### src/rtl/mspace_pkg.sv
// Shared types and helpers for the multi-space carrier bus slave.
// Assumes every consumer imports the package rather than redefining the encodings.
package mspace_pkg;

    // Space a bus cycle is routed to.
    typedef enum logic [2:0] {
        SP_NONE = 3'd0,
        SP_MEM  = 3'd1,
        SP_INT  = 3'd2,
        SP_ID   = 3'd3,
        SP_IO   = 3'd4
    } space_e;

    // Cycle sequencer states.
    typedef enum logic [1:0] {
        ST_IDLE = 2'd0,
        ST_WAIT = 2'd1,
        ST_DONE = 2'd2
    } seq_state_e;

    // Larger of two counts, used to size the wait counter.
    function automatic int unsigned max_u(input int unsigned a, input int unsigned b);
        return (a > b) ? a : b;
    endfunction

endpackage

### src/rtl/mspace_decode.sv
// Space and wait-count decoder.
// Turns the four select strobes into one space, with fixed priority, and looks up
// the wait-state count for that space and direction. Purely combinational.
// Assumes the caller sizes WAIT_W to hold the largest count.
module mspace_decode
    import mspace_pkg::*;
#(
    parameter int unsigned WAIT_W     = 4,
    parameter int unsigned W_INT_RD   = 1,
    parameter int unsigned W_INT_WR   = 0,
    parameter int unsigned W_ID_RD    = 1,
    parameter int unsigned W_IO_RD    = 1,
    parameter int unsigned W_IO_WR    = 0,
    parameter int unsigned W_MEM_SLOW = 3,
    parameter int unsigned W_MEM_FAST = 8
) (
    input  logic              sel_mem,
    input  logic              sel_int,
    input  logic              sel_id,
    input  logic              sel_io,
    input  logic              rd_in,
    input  logic              cfg_fast,
    output space_e            space_o,
    output logic [WAIT_W-1:0] waits_o,
    output logic              any_sel_o
);

    // Fixed-priority choice of the space: memory first, I/O last.
    always_comb begin
        if (sel_mem)      space_o = SP_MEM;
        else if (sel_int) space_o = SP_INT;
        else if (sel_id)  space_o = SP_ID;
        else if (sel_io)  space_o = SP_IO;
        else              space_o = SP_NONE;
    end

    assign any_sel_o = sel_mem | sel_int | sel_id | sel_io;

    // Wait-state lookup by space, direction and clock strap.
    always_comb begin
        unique case (space_o)
            SP_MEM:  waits_o = cfg_fast ? WAIT_W'(W_MEM_FAST) : WAIT_W'(W_MEM_SLOW);
            SP_INT:  waits_o = rd_in ? WAIT_W'(W_INT_RD) : WAIT_W'(W_INT_WR);
            SP_ID:   waits_o = rd_in ? WAIT_W'(W_ID_RD) : '0;
            SP_IO:   waits_o = rd_in ? WAIT_W'(W_IO_RD) : WAIT_W'(W_IO_WR);
            default: waits_o = '0;
        endcase
    end

endmodule

### src/rtl/mspace_seq.sv
// Cycle sequencer.
// Captures a new cycle when a select appears while idle and counts down its wait
// states. It raises acknowledge for one clock, then waits for every select to drop.
// It also presents the fields of the cycle in progress: the live bus while idle,
// the captured copy afterwards.
// Assumes the master holds every bus field stable until acknowledge.
module mspace_seq
    import mspace_pkg::*;
#(
    parameter int unsigned AW     = 18,
    parameter int unsigned DW     = 16,
    parameter int unsigned BW     = DW / 8,
    parameter int unsigned WAIT_W = 4
) (
    input  logic              clk,
    input  logic              rst_n,
    input  logic              any_sel,
    input  space_e            space_in,
    input  logic [WAIT_W-1:0] waits_in,
    input  logic              rd_in,
    input  logic [AW-1:0]     addr_in,
    input  logic [BW-1:0]     be_in,
    input  logic [DW-1:0]     wdata_in,
    output logic              fire_o,
    output logic              ack_o,
    output logic              busy_o,
    output space_e            cur_space,
    output logic              cur_rd,
    output logic [AW-1:0]     cur_addr,
    output logic [BW-1:0]     cur_be,
    output logic [DW-1:0]     cur_wdata
);

    seq_state_e        st;
    logic [WAIT_W-1:0] cnt;
    space_e            cap_space;
    logic              cap_rd;
    logic [AW-1:0]     cap_addr;
    logic [BW-1:0]     cap_be;
    logic [DW-1:0]     cap_wdata;

    // Strobe for the clock in which the cycle completes and acknowledge is set.
    assign fire_o = ((st == ST_IDLE) && any_sel && (waits_in == '0)) ||
                    ((st == ST_WAIT) && (cnt == WAIT_W'(1)));

    assign busy_o = (st == ST_WAIT);

    // Fields of the current cycle: the live bus while idle, the captured copy after.
    always_comb begin
        if (st == ST_IDLE) begin
            cur_space = space_in;
            cur_rd    = rd_in;
            cur_addr  = addr_in;
            cur_be    = be_in;
            cur_wdata = wdata_in;
        end else begin
            cur_space = cap_space;
            cur_rd    = cap_rd;
            cur_addr  = cap_addr;
            cur_be    = cap_be;
            cur_wdata = cap_wdata;
        end
    end

    // State, wait counter, acknowledge and cycle capture.
    always_ff @(posedge clk) begin
        if (!rst_n) begin
            st        <= ST_IDLE;
            cnt       <= '0;
            ack_o     <= 1'b0;
            cap_space <= SP_NONE;
            cap_rd    <= 1'b0;
            cap_addr  <= '0;
            cap_be    <= '0;
            cap_wdata <= '0;
        end else begin
            unique case (st)
                ST_IDLE: begin
                    ack_o <= 1'b0;
                    if (any_sel) begin
                        cap_space <= space_in;
                        cap_rd    <= rd_in;
                        cap_addr  <= addr_in;
                        cap_be    <= be_in;
                        cap_wdata <= wdata_in;
                        if (waits_in == '0) begin
                            ack_o <= 1'b1;
                            st    <= ST_DONE;
                        end else begin
                            cnt <= waits_in;
                            st  <= ST_WAIT;
                        end
                    end
                end
                ST_WAIT: begin
                    cnt <= cnt - WAIT_W'(1);
                    if (cnt == WAIT_W'(1)) begin
                        ack_o <= 1'b1;
                        st    <= ST_DONE;
                    end
                end
                ST_DONE: begin
                    ack_o <= 1'b0;
                    if (!any_sel) st <= ST_IDLE;
                end
                default: st <= ST_IDLE;
            endcase
        end
    end

    AST_ACK_ONE_CLOCK: assert property (@(posedge clk) disable iff (!rst_n)
        ack_o |=> !ack_o);
    AST_WAIT_COUNT_LIVE: assert property (@(posedge clk) disable iff (!rst_n)
        (st == ST_WAIT) |-> (cnt != '0));
    AST_NO_REACK_HELD: assert property (@(posedge clk) disable iff (!rst_n)
        (st == ST_DONE && any_sel) |=> !ack_o);

endmodule

### src/rtl/mspace_regs.sv
// Read-data and register file.
// Holds the control register, builds the identification table, and chooses read data
// for the space of the current cycle. It masks unused byte lanes and registers the
// result so that it appears together with acknowledge.
// Assumes fire marks the single clock in which a cycle completes.
module mspace_regs
    import mspace_pkg::*;
#(
    parameter int unsigned AW         = 18,
    parameter int unsigned DW         = 16,
    parameter int unsigned BW         = DW / 8,
    parameter logic [DW-1:0] ID_VENDOR  = 16'h5A17,
    parameter logic [DW-1:0] ID_MODEL   = 16'h0C40,
    parameter logic [DW-1:0] ID_REV     = 16'h0003,
    parameter logic [DW-1:0] INT_VECTOR = 16'h00B4
) (
    input  logic          clk,
    input  logic          rst_n,
    input  logic          fire,
    input  space_e        space,
    input  logic          rd,
    input  logic [AW-1:0] addr,
    input  logic [BW-1:0] be,
    input  logic [DW-1:0] wdata,
    input  logic [DW-1:0] mem_rdata,
    input  logic [DW-1:0] io_status,
    output logic [DW-1:0] rdata_o,
    output logic [DW-1:0] ctrl_o
);

    localparam int unsigned LANE_W = DW / BW;
    localparam logic [DW-1:0] ID_CHECK = ID_VENDOR ^ ID_MODEL ^ ID_REV;

    logic [DW-1:0] raw_rd;
    logic [DW-1:0] masked_rd;
    logic          ctrl_we;

    // Identification table lookup; words past the table read zero.
    function automatic logic [DW-1:0] id_word(input logic [AW-1:0] a);
        if (a == AW'(0))      return ID_VENDOR;
        else if (a == AW'(1)) return ID_MODEL;
        else if (a == AW'(2)) return ID_REV;
        else if (a == AW'(3)) return ID_CHECK;
        else                  return '0;
    endfunction

    // Raw read source by space and word address.
    always_comb begin
        unique case (space)
            SP_MEM:  raw_rd = mem_rdata;
            SP_INT:  raw_rd = INT_VECTOR;
            SP_ID:   raw_rd = id_word(addr);
            SP_IO: begin
                if (addr == AW'(0))      raw_rd = ctrl_o;
                else if (addr == AW'(1)) raw_rd = io_status;
                else                     raw_rd = '0;
            end
            default: raw_rd = '0;
        endcase
    end

    assign ctrl_we = fire && !rd && (space == SP_IO) && (addr == AW'(0));

    // One lane per byte enable: read masking and control-register storage.
    for (genvar l = 0; l < BW; l++) begin : g_lane
        logic [LANE_W-1:0] lane_q;

        assign masked_rd[l*LANE_W +: LANE_W] = be[l] ? raw_rd[l*LANE_W +: LANE_W] : '0;
        assign ctrl_o[l*LANE_W +: LANE_W]    = lane_q;

        // Control-register byte update on an enabled I/O word-0 write.
        always_ff @(posedge clk) begin
            if (!rst_n)                lane_q <= '0;
            else if (ctrl_we && be[l]) lane_q <= wdata[l*LANE_W +: LANE_W];
        end
    end

    // Read data register: loaded with the acknowledge, zero otherwise.
    always_ff @(posedge clk) begin
        if (!rst_n)          rdata_o <= '0;
        else if (fire && rd) rdata_o <= masked_rd;
        else                 rdata_o <= '0;
    end

    AST_ID_WRITE_INERT: assert property (@(posedge clk) disable iff (!rst_n)
        (fire && !rd && space == SP_ID) |=> $stable(ctrl_o));
    AST_CTRL_RESET_ZERO: assert property (@(posedge clk) disable iff (!rst_n)
        $rose(rst_n) |-> (ctrl_o == '0));
    AST_CTRL_ONLY_ON_FIRE: assert property (@(posedge clk) disable iff (!rst_n)
        !fire |=> $stable(ctrl_o));

endmodule

### src/rtl/mspace_bus_slave.sv
// Top level of the multi-space carrier bus slave.
// Joins the decoder, the cycle sequencer and the register/read-data unit, and drives
// the downstream memory controller port from the cycle in progress.
// Assumes one master that keeps its selects and fields stable until acknowledge.
module mspace_bus_slave
    import mspace_pkg::*;
#(
    parameter int unsigned AW         = 18,
    parameter int unsigned DW         = 16,
    parameter int unsigned BW         = DW / 8,
    parameter int unsigned W_INT_RD   = 1,
    parameter int unsigned W_INT_WR   = 0,
    parameter int unsigned W_ID_RD    = 1,
    parameter int unsigned W_IO_RD    = 1,
    parameter int unsigned W_IO_WR    = 0,
    parameter int unsigned W_MEM_SLOW = 3,
    parameter int unsigned W_MEM_FAST = 8,
    parameter logic [DW-1:0] ID_VENDOR  = 16'h5A17,
    parameter logic [DW-1:0] ID_MODEL   = 16'h0C40,
    parameter logic [DW-1:0] ID_REV     = 16'h0003,
    parameter logic [DW-1:0] INT_VECTOR = 16'h00B4
) (
    input  logic          clk,
    input  logic          rst_n,
    input  logic          cfg_fast,
    input  logic          sel_mem,
    input  logic          sel_int,
    input  logic          sel_id,
    input  logic          sel_io,
    input  logic          bus_rd,
    input  logic [AW-1:0] bus_addr,
    input  logic [BW-1:0] bus_be,
    input  logic [DW-1:0] bus_wdata,
    output logic [DW-1:0] bus_rdata,
    output logic          bus_ack,
    input  logic [DW-1:0] io_status,
    output logic [DW-1:0] ctrl_q,
    output logic          mem_req,
    output logic          mem_wr,
    output logic [AW-1:0] mem_addr,
    output logic [BW-1:0] mem_be,
    output logic [DW-1:0] mem_wdata,
    input  logic [DW-1:0] mem_rdata
);

    localparam int unsigned MAX_W  = max_u(max_u(max_u(W_MEM_FAST, W_MEM_SLOW),
                                                 max_u(W_INT_RD, W_INT_WR)),
                                           max_u(max_u(W_IO_RD, W_IO_WR), W_ID_RD));
    localparam int unsigned WAIT_W = $clog2(MAX_W + 1);

    space_e            dec_space;
    logic [WAIT_W-1:0] dec_waits;
    logic              any_sel;
    logic              fire;
    logic              busy;
    space_e            cur_space;
    logic              cur_rd;
    logic [AW-1:0]     cur_addr;
    logic [BW-1:0]     cur_be;
    logic [DW-1:0]     cur_wdata;

    mspace_decode #(
        .WAIT_W(WAIT_W), .W_INT_RD(W_INT_RD), .W_INT_WR(W_INT_WR), .W_ID_RD(W_ID_RD),
        .W_IO_RD(W_IO_RD), .W_IO_WR(W_IO_WR), .W_MEM_SLOW(W_MEM_SLOW), .W_MEM_FAST(W_MEM_FAST)
    ) u_decode (
        .sel_mem(sel_mem), .sel_int(sel_int), .sel_id(sel_id), .sel_io(sel_io),
        .rd_in(bus_rd), .cfg_fast(cfg_fast),
        .space_o(dec_space), .waits_o(dec_waits), .any_sel_o(any_sel)
    );

    mspace_seq #(.AW(AW), .DW(DW), .BW(BW), .WAIT_W(WAIT_W)) u_seq (
        .clk(clk), .rst_n(rst_n), .any_sel(any_sel),
        .space_in(dec_space), .waits_in(dec_waits), .rd_in(bus_rd),
        .addr_in(bus_addr), .be_in(bus_be), .wdata_in(bus_wdata),
        .fire_o(fire), .ack_o(bus_ack), .busy_o(busy),
        .cur_space(cur_space), .cur_rd(cur_rd), .cur_addr(cur_addr),
        .cur_be(cur_be), .cur_wdata(cur_wdata)
    );

    mspace_regs #(
        .AW(AW), .DW(DW), .BW(BW), .ID_VENDOR(ID_VENDOR), .ID_MODEL(ID_MODEL),
        .ID_REV(ID_REV), .INT_VECTOR(INT_VECTOR)
    ) u_regs (
        .clk(clk), .rst_n(rst_n), .fire(fire), .space(cur_space), .rd(cur_rd),
        .addr(cur_addr), .be(cur_be), .wdata(cur_wdata),
        .mem_rdata(mem_rdata), .io_status(io_status),
        .rdata_o(bus_rdata), .ctrl_o(ctrl_q)
    );

    // Downstream memory port follows the captured cycle while it waits.
    assign mem_req   = busy && (cur_space == SP_MEM);
    assign mem_wr    = !cur_rd;
    assign mem_addr  = cur_addr;
    assign mem_be    = cur_be;
    assign mem_wdata = cur_wdata;

    AST_RDATA_QUIET: assert property (@(posedge clk) disable iff (!rst_n)
        !bus_ack |-> (bus_rdata == '0));
    AST_MEM_REQ_SEL: assert property (@(posedge clk) disable iff (!rst_n)
        mem_req |-> sel_mem);
    AST_MEM_REQ_ENDS_AT_ACK: assert property (@(posedge clk) disable iff (!rst_n)
        $fell(mem_req) |-> bus_ack);

endmodule

### config.mk
export PLATFORM = sky130hd
export DESIGN_NAME = mspace_bus_slave
export DESIGN_NICKNAME = d
export VERILOG_FILES = /design/src/rtl/mspace_pkg.sv /design/src/rtl/mspace_decode.sv /design/src/rtl/mspace_seq.sv /design/src/rtl/mspace_regs.sv /design/src/rtl/mspace_bus_slave.sv
export SDC_FILE = /design/constraint.sdc
export NUM_CORES = 1
export LEC_CHECK = 0
export CAP_MARGIN = 0
export CORE_MARGIN = 2
export CORE_UTILIZATION = 41
export CTS_CLUSTER_DIAMETER = 50
export DETAILED_ROUTE_END_ITERATION = 6
export PLACE_DENSITY = 0.76
export SYNTH_ARGS = -nofsm -noshare
export SYNTH_HDL_FRONTEND = slang
export SYNTH_SLANG_ARGS = --single-unit
### constraint.sdc
create_clock -name clk -period 1.9 [get_ports clk]
set_input_delay 0.285 -clock clk [delete_from_list [all_inputs] [get_ports clk]]
set_output_delay 0.285 -clock clk [all_outputs]
set_load 0.01 [all_outputs]
Word-level counts from Yosys, hierarchy flattened
Index checks and enable logic that the tools add are counted.
W data, S select, Z words.
{"block": "word_totals", "reg_bits": 79, "latch_bits": 0, "mem_bits_rw": 0, "rom_bits": 0, "mem_count": 0}
{"block": "classes", "addsub": 1, "multipliers": 0, "div_mod_pow": 0, "order_cmp": 0, "eq_ne": 18, "shift": 0, "n_mux": 31, "bitwise": 3, "n_reduce_logical": 24}
{"op": "$mux W16", "n": 6}
{"op": "$pmux W16 S4", "n": 1}
{"op": "$eq A18 B2 Y1 const B", "n": 2}
{"op": "$eq A18 B1 Y1 const B", "n": 1}
{"op": "$logic_not A18 Y1", "n": 1}
{"op": "$mux W18", "n": 1}
{"op": "$pmux W4 S2", "n": 2}
{"op": "$mux W15", "n": 1}
{"op": "$mux W3", "n": 5}
{"op": "$eq A3 B2 Y1 const B", "n": 4}
{"op": "$mux W4", "n": 3}
{"op": "$reduce_and A3 Y1", "n": 4}
{"op": "$logic_and A1 B1 Y1", "n": 10}
{"op": "$mux W2", "n": 5}
{"op": "$eq A3 B1 Y1 const B", "n": 2}
{"op": "$eq A3 B3 Y1 const B", "n": 2}
{"op": "$pmux W2 S3", "n": 1}
{"op": "$mux W1", "n": 5}
{"op": "$eq A4 B1 Y1 const B", "n": 1}
{"op": "$logic_not A4 Y1", "n": 1}
{"op": "$ne A2 B1 Y1 const B", "n": 2}
{"op": "$ne A2 B2 Y1 const B", "n": 2}
{"op": "$reduce_and A2 Y1", "n": 2}
{"op": "$sub A4 B1 Y4 const B", "n": 1}
{"op": "10 further kinds", "n": 12}

Depth between registers and ports, before layout
{"block": "depth", "word_depth": 14, "mapped_depth": 10, "mapped_depth_nobuf": 8}

By module
From an unflattened synthesis, not the netlist that was laid out.
{"block": "hier_totals", "cells_unflattened": 492, "area_unflattened_um2": 4176.5}
{"module": "mspace_seq", "n_inst": 1, "cells_per_inst": 285, "area_each_um2": 2362.3, "seq_area_each_um2": 940.9}
{"module": "mspace_regs", "n_inst": 1, "cells_per_inst": 193, "area_each_um2": 1722.9, "seq_area_each_um2": 640.6}
{"module": "mspace_decode", "n_inst": 1, "cells_per_inst": 12, "area_each_um2": 75.1, "seq_area_each_um2": 0.0}
{"module": "mspace_bus_slave", "n_inst": 1, "cells_per_inst": 2, "area_each_um2": 16.3, "seq_area_each_um2": 0.0}

Worst setup path after synthesis
OpenSTA, ideal clock, no wires.
{"block": "synth_path", "path_type": "register to output", "start": "register u_seq.st[0]", "end": "output port mem_addr[10]", "arrival_ns": 1.864, "t_required_ns": 1.615, "setup_slack_ns": -0.249, "path_stages_with_launch": 9, "path_cell_list": "dfxtp_1 inv_1 ha_1 buf_6 buf_8 buf_2 buf_2 buf_2 mux2_2"}
{"block": "synth_via", "elab_chain_len": 2}
{"item": "start, declared", "line": "mspace_seq.sv:34", "text": "seq_state_e st;"}
{"item": "start signal, assigned", "line": "mspace_seq.sv:68", "text": "st <= ST_IDLE;"}
{"item": "start signal, assigned", "line": "mspace_seq.sv:88", "text": "st <= ST_DONE;"}
{"item": "start signal, assigned", "line": "mspace_seq.sv:91", "text": "st <= ST_WAIT;"}
{"item": "$logic_not A2 Y1", "line": "mspace_seq.sv:50", "text": "if (st == ST_IDLE) begin"}
{"item": "$mux W18", "line": "mspace_seq.sv:50"}
{"item": "end, declared", "line": "mspace_bus_slave.sv:40", "text": "output logic [AW-1:0] mem_addr,"}
No other way between the ends.

Worst setup path after layout
{"block": "layout_path", "start": "register u_seq.st[1]", "end": "register u_regs.g_lane[1].lane_q[0]"}
{"block": "layout_via", "elab_chain_len": 8, "elab_cells_between_ends": 18, "cone_classes": "2 x eq/ne; 5 x mux; 11 x reduce/logical"}
{"item": "parallel branches: the longest is 8 deep, another holds $mux W18"}
{"item": "end signal, assigned", "line": "mspace_regs.sv:74", "text": "else if (ctrl_we && be[l]) lane_q <= wdata[l*LANE_W +: LANE_W];"}
{"item": "end, declared", "line": "mspace_regs.sv:66", "text": "logic [LANE_W-1:0] lane_q;"}
Several ways; the timed one is not identified.
A chain may end at the register's enable or synchronous reset.

==> flow_metrics.py <==
metrics = {
    "setup_path": {
        "arrival_ps": 2530,
        "critPathCapture": "u_regs.g_lane[1].lane_q[0]",
        "reg2reg_to": "u_regs.g_lane[1].lane_q[0]",
        "critical_path_required_ps": 2180,
        "worstReg2RegStart": "u_seq.st[1]",
        "ff2ff_path_depth": 9,
        "crit_fanout": 8,
        "r2r_setup_slack_ps": -350,
        "crit_path_start_kind": "register",
        "critPathCaptureType": "register",
        "setup.worst_path.start": "u_seq.st[1]",
        "criticalPathCategory": "reg2reg",
    },
    "final_layout": {
        "area_delta_synth_final_pct": 76.1,
        "final_area_um2": 7540,
        "drive_gt1_share_pct": 35.8,
        "nets": 846,
        "post-route-util_pct": 73.7,
        "fin_cells": 905,
        "diodes": 0,
    },
    "yosys": {
        "synth-seq-cells": 79,
        "synth_cells": 518,
        "synth.most_common_cell": "nand2_1",
        "synth_top_area_share_pct": 36.9,
        "synth_edf_count": 0,
        "synth_area_leader_cell": "dfxtp_1",
        "seq_area_frac_synth_pct": 36.9,
        "yosysUniqueCellTypes": 59,
        "synthTopCellsByCount": "152 x nand2_1, 79 x dfxtp_1, 51 x a21oi_1, 34 x mux2_2, 24 x nand4_1",
        "ys_async_sr_fraction_pct": 0,
        "syn_avg_cell_area_um2": 8.27,
        "syn_area_um2": 4280,
        "syn_nets": 600,
        "ys_warn_count": 0,
        "synthTopCellsByArea": "dfxtp_1 37%, nand2_1 13%, mux2_2 8.9%",
        "ys.flop_type": "dfxtp_1",
    },
    "route": {
        "drtAntennaViolNets": 0,
        "met2_length_um": 8780,
        "drc": 0,
        "wl_um": 17500,
        "num_vias": 5234,
        "via_per_inst": 5.78,
        "wl_per_cell_um": 19.3,
        "routedLengthMet1_um": 6540,
        "dr.pass1.iters": 5,
        "route.met3.wl_um": 1290,
        "top_layer": "met4",
        "dr.first_iter.drc_count": 351,
    },
    "cts": {
        "numCtsBuffers": 9,
        "clk_latency_ps": 370,
        "root_buffer": "clkbuf_8",
        "clk_pin_slew_worst_paths_ps": 100,
        "cts_tree": "built",
        "clock_sinks": 79,
        "htreeDepth": 3,
        "cts_buffer_depth": 2,
    },
    "place": {
        "post-dp-hpwl_um": 10800,
        "place_congestion": 0.950,
        "numPortBuffers": 146,
        "pre_cts_slack_ps": -356,
        "postPlaceCellArea_um2": 6430,
        "dp_cells": 847,
    },
    "timing": {
        "timing.final.crit_share_pct": 119,
        "holdWs_ps": 463,
        "rsz0062_at_grt": "true",
        "setup_viol": 70,
        "fin_ws_ps": -352,
        "slew_violations": 0,
        "post-route-min-period_ps": 2250,
        "finClkSkew_ps": 16.7,
        "relSlewSlack_pct": 74.6,
        "fmax_mhz": 444,
        "hold_viol_final": 0,
        "worstMarginPinSlew_ps": 380,
    },
    "power_and_ir_drop": {
        "p_per_area_nw_per_um2": 1470,
        "p_leak_nw": 3.23,
        "peakVddDrop_mv": 0.803,
    },
    "floorplanning": {
        "core_um2": 10200,
        "die_w_um": 106,
        "start_util_pct": 41.9,
        "chipHeight_um": 106,
        "rows": 37,
        "io_pins": 147,
        "die_area_um2": 11300,
    },
    "grt": {
        "grt_pass1_vias": 5124,
        "antenna_found_initial": 0,
        "grt_usage_pct": 28.9,
        "grt_max_degree": 35,
        "grt-ovfl-total": 0,
        "grt_pass1_wl_um": 25700,
    },
    "flow_run": {
        "drv_cap": 0,
    },
    "outcome": {
        "status": "complete, but fails checks",
        "failed_checks": "negative setup slack",
    },
    "hold_path": {
        "hold_class": "reg2reg",
        "min_from": "u_seq.cap_wdata[4]",
    },
}
sequential cells by signal (all words and copies together), names as in the netlist:
| name | cells |
|---|---|
| u_seq.ack_o | 1 |
| u_seq.cap_be | 2 |
| u_seq.cap_wdata | 16 |
| u_regs.rdata_o | 16 |
| u_seq.st | 2 |
| u_seq.cnt | 4 |
| u_seq.cap_space | 3 |
| u_seq.cap_rd | 1 |
| u_regs.g_lane.lane_q | 16 |
| u_seq.cap_addr | 18 |
layout make-up:
type | count | area [um2]
flip-flops and latches | 79 | 1580
inverters | 8 | 31.3
repair buffers | 268 | 2670
clock buffers | 10 | 138
well taps | 136 | 170
fillers | 637 | 2690
clock inverters | 6 | 68.8
multi-input cells | 398 | 2880
worst max-delay path, stage by stage (launching register included):
cell     delay (ps)
dfxtp_2         360
inv_2            60
ha_4            200
buf_6           150
buf_16          140
nor3_2          250
o21a_1          240
and3b_2         260
nand4_4         240
mux2i_1         260
worst min-delay path by stage:
stage | endpoint | slack [ps] | depth (start not counted)
2_1_floorplan | u_seq.cap_addr[1] | 420 | 2
3_3_place_gp | u_seq.cap_wdata[9] | 440 | 2
3_5_place_dp | u_seq.cap_addr[1] | 450 | 2
4_1_cts | u_seq.cap_wdata[4] | 460 | 2
5_1_grt | u_seq.cap_wdata[4] | 470 | 2
6_report | u_seq.cap_wdata[4] | 460 | 2
report_power, final:
group / internal (W) / leakage (nW) / switching (W)
clock: 0.000648 / 0.0912 / 0.000704
sequential: 0.00194 / 0.647 / 0.000236
combinational: 0.00406 / 2.49 / 0.00350
total: 0.00665 / 3.23 / 0.00444
layer usage:
metal  up-vias  track usage (%)
met2       316             50.8
li1       2330                -
met5         -                0
met1      2510             33.4
met4         0             15.5
met3        78             4.54
metrics by stage:
step | power [W] | setup TNS [ps]
after floorplan | 0.00531 | 0
after global placement | 0.00749 | -15760
after detailed placement | 0.00764 | -19450
after CTS | 0.0102 | -5830
after global routing | 0.0116 | -16000
final | 0.0111 | -12810
kinds of logic after synthesis:
| group | share of synthesized area, % |
|---|---|
| mux | 14.1 |
| compound gates | 15.7 |
| buf+inv | 5.08 |
| flops | 36.9 |
| xor+xnor | 0.205 |
| fa+ha+maj | 1.75 |
| simple gates | 26.2 |
cell usage in the layout (no fill, tap or decap), drive strengths merged, types with 3 or more instances in the layout:
master,instances
mux2,34
a41oi,5
nor2b,5
clkdlybuf4s50,108
dfxtp,79
nor4,6
clkinvlp,4
a32oi,5
nor3,4
nand2,155
nand4,27
nand2b,4
inv,8
a21oi,52
clkbuf,12
a211oi,5
ha,6
a31oi,11
o21ai,5
nor2,20
buf,158
nor4b,3
mux2i,21
timing repair:
item | in CTS | in global routing
hold buffers | 0 | 0
gates resized for setup | 249 | 42
setup buffers | 25 | 15
setup endpoints to repair | 70 | 106
pin swaps | 27 | 20
cloned | 6 | 2
Note: power is estimated with default switching activity, not from simulation.
